--- src/rtl/irq_gate_pkg.sv ---
package irq_gate_pkg;

   localparam int GATE_PL_W = 2;

   typedef enum logic [1:0] {
      SRC_EXC = 2'd0,
      SRC_SWI = 2'd1,
      SRC_NMI = 2'd2,
      SRC_EXT = 2'd3
   } irq_src_e;

   typedef struct packed {
      logic                 present;
      logic                 itype;
      logic [GATE_PL_W-1:0] dpl;
   } gate_t;

   localparam int GATE_W = $bits(gate_t);

endpackage

--- src/rtl/irq_gate_table.sv ---
module irq_gate_table
   import irq_gate_pkg::*;
#(
   parameter int VEC_W  = 8,
   parameter int NUM_RD = 2
) (
   input  logic                            clk_i,
   input  logic                            rst_ni,
   input  logic                            we_i,
   input  logic [VEC_W-1:0]                wr_vec_i,
   input  gate_t                           wr_entry_i,
   input  logic [NUM_RD-1:0][VEC_W-1:0]    rd_vec_i,
   output gate_t [NUM_RD-1:0]              rd_entry_o
);
   localparam int NUM_VEC = 1 << VEC_W;

   if (NUM_RD < 1) begin : g_bad_rd
      $error("irq_gate_table: NUM_RD must be at least 1");
   end

   gate_t rows_q [NUM_VEC];

   always_ff @(posedge clk_i or negedge rst_ni) begin
      if (!rst_ni) begin
         for (int i = 0; i < NUM_VEC; i++) rows_q[i] <= '0;
      end else if (we_i) begin
         rows_q[wr_vec_i] <= wr_entry_i;
      end
   end

   for (genvar p = 0; p < NUM_RD; p++) begin : g_rd
      assign rd_entry_o[p] = rows_q[rd_vec_i[p]];
   end

endmodule

--- src/rtl/irq_event_select.sv ---
module irq_event_select
   import irq_gate_pkg::*;
#(
   parameter int VEC_W   = 8,
   parameter int NMI_VEC = 2
) (
   input  logic              clk_i,
   input  logic              rst_ni,
   input  logic              exc_req_i,
   input  logic [VEC_W-1:0]  exc_vec_i,
   input  logic              swi_req_i,
   input  logic [VEC_W-1:0]  swi_vec_i,
   input  logic              nmi_i,
   input  logic              ext_req_i,
   input  logic [VEC_W-1:0]  ext_vec_i,
   input  logic              ie_i,
   input  logic              iret_i,
   output logic              sel_valid_o,
   output irq_src_e          sel_src_o,
   output logic [VEC_W-1:0]  sel_vec_o
);
   logic nmi_prev_q, nmi_pend_q, nmi_blk_q;
   logic nmi_edge, nmi_pend, nmi_open, nmi_take;

   assign nmi_edge = nmi_i & ~nmi_prev_q;
   assign nmi_pend = nmi_pend_q | nmi_edge;
   assign nmi_open = ~nmi_blk_q | iret_i;

   always_comb begin
      sel_valid_o = 1'b1;
      sel_src_o   = SRC_EXC;
      sel_vec_o   = exc_vec_i;
      if (exc_req_i) begin
         sel_src_o = SRC_EXC;
         sel_vec_o = exc_vec_i;
      end else if (swi_req_i) begin
         sel_src_o = SRC_SWI;
         sel_vec_o = swi_vec_i;
      end else if (nmi_pend && nmi_open) begin
         sel_src_o = SRC_NMI;
         sel_vec_o = VEC_W'(NMI_VEC);
      end else if (ext_req_i && ie_i) begin
         sel_src_o = SRC_EXT;
         sel_vec_o = ext_vec_i;
      end else begin
         sel_valid_o = 1'b0;
      end
   end

   assign nmi_take = sel_valid_o && (sel_src_o == SRC_NMI);

   always_ff @(posedge clk_i or negedge rst_ni) begin
      if (!rst_ni) begin
         nmi_prev_q <= 1'b0;
         nmi_pend_q <= 1'b0;
         nmi_blk_q  <= 1'b0;
      end else begin
         nmi_prev_q <= nmi_i;
         nmi_pend_q <= nmi_take ? 1'b0 : nmi_pend;
         if (nmi_take)    nmi_blk_q <= 1'b1;
         else if (iret_i) nmi_blk_q <= 1'b0;
      end
   end

   // a latched edge is never taken while acceptance is shut
   a_r7_nmi_shut: assert property (@(posedge clk_i) disable iff (!rst_ni)
      (nmi_blk_q && !iret_i) |-> !nmi_take);

   // an exception always wins arbitration
   a_r2_exc_wins: assert property (@(posedge clk_i) disable iff (!rst_ni)
      exc_req_i |-> (sel_valid_o && sel_src_o == SRC_EXC));

endmodule

--- src/rtl/irq_gate_check.sv ---
module irq_gate_check
   import irq_gate_pkg::*;
#(
   parameter int VEC_W  = 8,
   parameter int GP_VEC = 13
) (
   input  irq_src_e                 src_i,
   input  logic [VEC_W-1:0]         vec_i,
   input  logic [GATE_PL_W-1:0]     cpl_i,
   input  gate_t                    entry_i,
   input  gate_t                    gp_entry_i,
   output logic [VEC_W-1:0]         vec_o,
   output logic                     clr_ie_o
);
   logic priv_fail, fault;
   logic unused_gp_bits;

   assign priv_fail = (src_i == SRC_SWI) && (cpl_i > entry_i.dpl);
   assign fault     = !entry_i.present || priv_fail;
   assign vec_o     = fault ? VEC_W'(GP_VEC) : vec_i;
   assign clr_ie_o  = fault ? gp_entry_i.itype : entry_i.itype;

   assign unused_gp_bits = ^{gp_entry_i.present, gp_entry_i.dpl};

endmodule

--- src/rtl/irq_gate_arbiter.sv ---
module irq_gate_arbiter
   import irq_gate_pkg::*;
#(
   parameter int VEC_W      = 8,
   parameter int FIXED_VECS = 32,
   parameter int GP_VEC     = 13,
   parameter int NMI_VEC    = 2
) (
   input  logic                  clk_i,
   input  logic                  rst_ni,
   input  logic                  exc_req_i,
   input  logic [VEC_W-1:0]      exc_vec_i,
   input  logic                  swi_req_i,
   input  logic [VEC_W-1:0]      swi_vec_i,
   input  logic                  nmi_i,
   input  logic                  ext_req_i,
   input  logic [VEC_W-1:0]      ext_vec_i,
   input  logic                  ie_i,
   input  logic [GATE_PL_W-1:0]  cpl_i,
   input  logic                  iret_i,
   input  logic                  tbl_we_i,
   input  logic [VEC_W-1:0]      tbl_vec_i,
   input  logic [GATE_W-1:0]     tbl_data_i,
   output logic                  take_o,
   output logic [1:0]            take_src_o,
   output logic [VEC_W-1:0]      take_vec_o,
   output logic                  clr_ie_o
);
   localparam int NUM_VEC = 1 << VEC_W;
   localparam int RD_SEL  = 0;
   localparam int RD_GP   = 1;

   if (NUM_VEC < FIXED_VECS) begin : g_bad_width
      $error("irq_gate_arbiter: VEC_W too narrow for the fixed vectors");
   end
   if (GP_VEC >= FIXED_VECS || NMI_VEC >= FIXED_VECS) begin : g_bad_fixed
      $error("irq_gate_arbiter: fault and NMI vectors must be fixed vectors");
   end

   logic                    sel_valid;
   irq_src_e                sel_src;
   logic [VEC_W-1:0]        sel_vec;
   logic [1:0][VEC_W-1:0]   rd_vec;
   gate_t [1:0]             rd_entry;
   logic [VEC_W-1:0]        fin_vec;
   logic                    fin_clr;

   irq_event_select #(.VEC_W(VEC_W), .NMI_VEC(NMI_VEC)) u_select (
      .clk_i      (clk_i),
      .rst_ni     (rst_ni),
      .exc_req_i  (exc_req_i),
      .exc_vec_i  (exc_vec_i),
      .swi_req_i  (swi_req_i),
      .swi_vec_i  (swi_vec_i),
      .nmi_i      (nmi_i),
      .ext_req_i  (ext_req_i),
      .ext_vec_i  (ext_vec_i),
      .ie_i       (ie_i),
      .iret_i     (iret_i),
      .sel_valid_o(sel_valid),
      .sel_src_o  (sel_src),
      .sel_vec_o  (sel_vec)
   );

   assign rd_vec[RD_SEL] = sel_vec;
   assign rd_vec[RD_GP]  = VEC_W'(GP_VEC);

   irq_gate_table #(.VEC_W(VEC_W), .NUM_RD(2)) u_table (
      .clk_i     (clk_i),
      .rst_ni    (rst_ni),
      .we_i      (tbl_we_i),
      .wr_vec_i  (tbl_vec_i),
      .wr_entry_i(gate_t'(tbl_data_i)),
      .rd_vec_i  (rd_vec),
      .rd_entry_o(rd_entry)
   );

   irq_gate_check #(.VEC_W(VEC_W), .GP_VEC(GP_VEC)) u_check (
      .src_i     (sel_src),
      .vec_i     (sel_vec),
      .cpl_i     (cpl_i),
      .entry_i   (rd_entry[RD_SEL]),
      .gp_entry_i(rd_entry[RD_GP]),
      .vec_o     (fin_vec),
      .clr_ie_o  (fin_clr)
   );

   always_ff @(posedge clk_i or negedge rst_ni) begin
      if (!rst_ni) begin
         take_o     <= 1'b0;
         take_src_o <= 2'd0;
         take_vec_o <= '0;
         clr_ie_o   <= 1'b0;
      end else begin
         take_o     <= sel_valid;
         take_src_o <= sel_src;
         take_vec_o <= fin_vec;
         clr_ie_o   <= sel_valid & fin_clr;
      end
   end

   // an external acceptance implies the enable flag was set
   a_r5_ext_needs_ie: assert property (@(posedge clk_i) disable iff (!rst_ni)
      (take_o && take_src_o == 2'(SRC_EXT)) |-> $past(ie_i));

   // exception keeps its vector or becomes the fault vector
   a_r3_exc_vector: assert property (@(posedge clk_i) disable iff (!rst_ni)
      (take_o && take_src_o == 2'(SRC_EXC)) |->
         (take_vec_o == $past(exc_vec_i) || take_vec_o == VEC_W'(GP_VEC)));

   // non-maskable acceptance uses its fixed vector
   a_r6_nmi_vector: assert property (@(posedge clk_i) disable iff (!rst_ni)
      (take_o && take_src_o == 2'(SRC_NMI)) |->
         (take_vec_o == VEC_W'(NMI_VEC) || take_vec_o == VEC_W'(GP_VEC)));

   // two back-to-back NMI acceptances need a return pulse between them
   a_r7_nmi_spacing: assert property (@(posedge clk_i) disable iff (!rst_ni)
      (take_o && take_src_o == 2'(SRC_NMI)) |=>
         (!(take_o && take_src_o == 2'(SRC_NMI)) || $past(iret_i)));

   // a sampled exception request decides the next acceptance
   a_r2_priority: assert property (@(posedge clk_i) disable iff (!rst_ni)
      $past(exc_req_i) |-> (take_o && take_src_o == 2'(SRC_EXC)));

endmodule

--- config.mk ---
export PLATFORM = sky130hd
export DESIGN_NAME = irq_gate_arbiter
export DESIGN_NICKNAME = d
export VERILOG_FILES = /design/src/rtl/irq_gate_pkg.sv /design/src/rtl/irq_gate_table.sv /design/src/rtl/irq_event_select.sv /design/src/rtl/irq_gate_check.sv /design/src/rtl/irq_gate_arbiter.sv
export SDC_FILE = /design/constraint.sdc
export NUM_CORES = 2
export LEC_CHECK = 0
export ABC_AREA = 1
export BUFFER_PORTS_ARGS = -buffer_cell sky130_fd_sc_hd__buf_2
export CAP_MARGIN = 40
export CORE_AREA = 4 4 397 399
export CTS_CLUSTER_SIZE = 12
export DETAILED_ROUTE_END_ITERATION = 12
export DIE_AREA = 0 0 401 403
export PLACE_DENSITY = 0.54
export SKIP_LAST_GASP = 1
export SLEW_MARGIN = 20
export SYNTH_ARGS = -nofsm -noshare
export SYNTH_HDL_FRONTEND = slang
export SYNTH_SLANG_ARGS = --single-unit
export TNS_END_PERCENT = 5
--- constraint.sdc ---
create_clock -name clk_i -period 4.3 [get_ports clk_i]
set_input_delay 1.075 -clock clk_i [delete_from_list [all_inputs] [get_ports clk_i]]
set_output_delay 1.075 -clock clk_i [all_outputs]
set_load 0.05 [all_outputs]
==> results by group <==
Worst setup path
  – Reg2Reg Setup Slack: between 0.4 and 0.5 ns
  – CP top delay family: simple AND/OR/NAND/NOR gates
  – FF-to-FF Start: u_select.nmi_prev_q
  – CP Launch Type: input pin
  – CP most frequent cell: nand3_1
  – Reg-to-Reg End: take_vec_o[4]
  – Crit-path slowest cell: buf_12
  – Required time of the critical path: 4.96 ns
  – Slowest stage delay, CP: approximately 0.31 ns
  – Worst setup EP type: register
  – Critical path class: in -> reg
  – Worst Path Max Fanout: 32
  – CP arrival: 4.57 ns
  – Worst reg-to-reg path cell count: 26
  – Buf/Inv on CP: 7

Clock tree
  – Setup Fix Bufs, Post-CTS: 0
  – Clock Sinks: 1039
  – Root Driver: clkbuf_16
  – Clock buffers created by TritonCTS: about 110
  – Worst skew pair latency: roughly 0.73 ns
  – H-Tree Depth: 3
  – Bufs on Longest Clock Path: 3
  – Hold-fix buffers at CTS: 0
  – PostCTS Resize Cnt: 0
  – CTS tree: built
  – Clock edge transition at the registers on the reported setup and hold paths: about 0.060 ns

Global routing
  – Vias in the first global route: 40629
  – First-pass GRT wire length: 255 mm
  – GR Util All Layers: 0.201
  – Largest net degree at the start of global routing: between 100 and 150
  – Antenna violations before repair: 7
  – Grt ovf: 0

Power
  – Reg power frac: 0.442
  – Cell Pwr Density: between 400 and 500 nW/um2
  – Final Total Pwr: between 20 and 25 mW
  – Part of the power in combinational logic: 0.138
  – Int Power: 17.4 mW
  – Worst IR drop on VDD: between 300 and 400 uV
  – Sw frac: 0.276
  – Net load switching power: ~6.6 mW
  – Leakage: ~25 nW
  – Clock power share: 0.421

Synth
  – Syn Std Cell Area: about 48000 um2
  – Largest family of logic cells by synthesized area: simple AND/OR/NAND/NOR gates
  – Post-synthesis mux area share: 0
  – Synth Instances: just under 6000
  – Yosys top cell by area: dfrtp_1
  – Synth Area in Adders: 0.000526
  – Dominant synthesized flop cell: dfrtp_1
  – Unique cell type count in the Yosys netlist: 29
  – Seq cells post-synth: 1039
  – Post-Synth XOR/XNOR Area: 0
  – Post-Synth Simple-Gate Area: 0.291
  – Avg Inst Size Synth: between 8 and 9 um2
  – Top cell type's share of synthesized area: 0.546
  – Number of flops mapped to enable cells by yosys: 0
  – Yosys warns: 0
  – Asr flop ratio synth: 1.00
  – Synth top area cells: dfrtp_1 (55%), nand2_1 (18%), o21ai_0 (11%)
  – Syn Nets: ~6000
  – Top-count cell post-synth: nand2_1
  – Seq/Total Area, Yosys: 0.546
  – Commonest cells post-synth: nand2_1 (2230), dfrtp_1 (1039), o21ai_0 (1007)
  – Compound-Gate Fraction of Synth Area: 0.118

STA
  – Fmax: 256 MHz
  – Final setup violation count: 0
  – Clock skew: between 0.02 and 0.03 ns
  – Setup ws final: 0.388 ns
  – Fin crit period: about 4 ns
  – Worst slew pin tran: approximately 0.9 ns
  – Number of slew-limit violations in the final report: 0
  – Final hold vios: 0
  – Rel. slew slack: 0.391
  – Hold slack final: around 0.19 ns
  – Fin crit share: 0.910
  – RSZ-0062 raised after global routing: false

Cells and area
  – Nets@finish: 6142
  – Register area: between 20000 and 30000 um2
  – P&R area growth vs syn: 18.1%
  – # fillers: roughly 16000
  – Layout Cells excl Fill: slightly above 8000
  – Cell area after layout: about 56000 um2
  – Share of cells above drive strength 1: 0.101
  – Multi-input logic area: slightly below 20000 um2

Drt
  – Number of DRC markers in iteration 0: around 4700
  – Via count: approximately 42000
  – DR WL/cell: roughly 20 um
  – DRT Pass-1 Iters: 7
  – Remaining antenna violation count: 0
  – Total routed wirelength: roughly 160 mm
  – Vias per inst: 5.15
  – DRC violations left: 0

Floorplan
  – Die area: 162000 um2
  – Row count: around 140
  – I/O pin cnt: around 60
  – Initial Utilization: 0.309
  – Die Height: ~400 um
  – DIE WIDTH: between 400 and 500 um
  – Core area: 154000 um2

Place
  – I/O Buffers: between 50 and 60
  – Global placer's final weighted congestion: approximately 0.91
  – Hpwl dp: 107 mm
  – Placement Cell Area: around 52000 um2
  – Placed Cells incl. Taps: approximately 8000
  – Pre-CTS setup slack: -0.308 ns

Min path
  – Hold crit path type: in -> async

Status
  – Status: complete, no violations

Job
  – Max-cap violations: 0
## sequential cells by signal (all words and copies together) (netlist names)
register and count:
u_select.nmi_prev_q 1, clr_ie_o 1, u_table.rows_q 1024, take_o 1, take_src_o 2, take_vec_o 8, u_select.nmi_pend_q 1, u_select.nmi_blk_q 1
## layer usage
metal / GRT usage / wire (um) / up-vias
li1: - / - / 20081
met5: 0 / 24 / -
met2: 0.311 / 73400 / 1445
met1: 0.285 / 75000 / 20581
met4: 0.0622 / 4880 / 4
met3: 0.0354 / 11700 / 256
## worst register-to-register path, delay by kind of cell, from the launching register on
kind	cells	cell delay, ns
and+or+nand+nor	16	1.47
AOI/OAI and AO/OA	2	0.48
buffers and inverters	7	1.23
adders and majority gates	1	0.24
DFF	1	0.36
## power by group through the flow
stage               combinational (mW)  clock, mW  sequential [mW]
global placement                  3.26          0             10.7
detailed placement                3.29          0             10.7
CTS                               3.30       10.3             10.6
finish                            3.30       10.1             10.6
global route                      3.62       10.7             10.6
floorplan                         1.73          0             10.7
## through the flow
step                TNS (ns)   util
finish                     0  0.366
global placement       -2.75  0.341
CTS                        0  0.366
detailed placement     -2.41  0.341
floorplan                  0      -
global route               0  0.366
## final cells by class
class / count / area share
well taps: 2044 / 0.0455
flip-flops and latches: 1039 / 0.462
inverters: 112 / 0.00805
multi-input cells: 4421 / 0.349
clock inverters: 35 / 0.00783
repair buffers: 405 / 0.0672
clock buffers: 170 / 0.0600
diodes: 3 / 0.000133
## cell families after synthesis
group,count (synthesis)
and+or+nand+nor,3331
AOI/OAI and AO/OA,1088
DFF,1039
buffers and inverters,473
adders and majority gates,2
## how the worst max path moves through the flow
stage                       from  slack (ns)  cells after the start       endpoint
final                      nmi_i        0.39                     26  take_vec_o[4]
after detailed placement   nmi_i       -0.31                     26  take_vec_o[4]
after floorplan           iret_i        0.21                     27       clr_ie_o
after CTS                  nmi_i        0.43                     25  take_vec_o[4]
after global routing       nmi_i        0.05                     25  take_vec_o[4]
after global placement     nmi_i       -0.36                     27       clr_ie_o
## cells in the final DEF, fill, tap and decap left out, drive strengths merged
cell type / count
a21oi: 22
o21ai: 1007
o211ai: 53
clkinv: 24
buf: 405
clkbuf: 170
nand2: 2237
diode: 3
nor3: 18
a221oi: 4
nand3: 981
nand4: 12
and2: 1
ha: 2
or2: 3
inv: 113
nor2: 79
bufinv: 10
dfrtp: 1039
a22oi: 2
No activity file was read; power rests on OpenSTA's default activity.
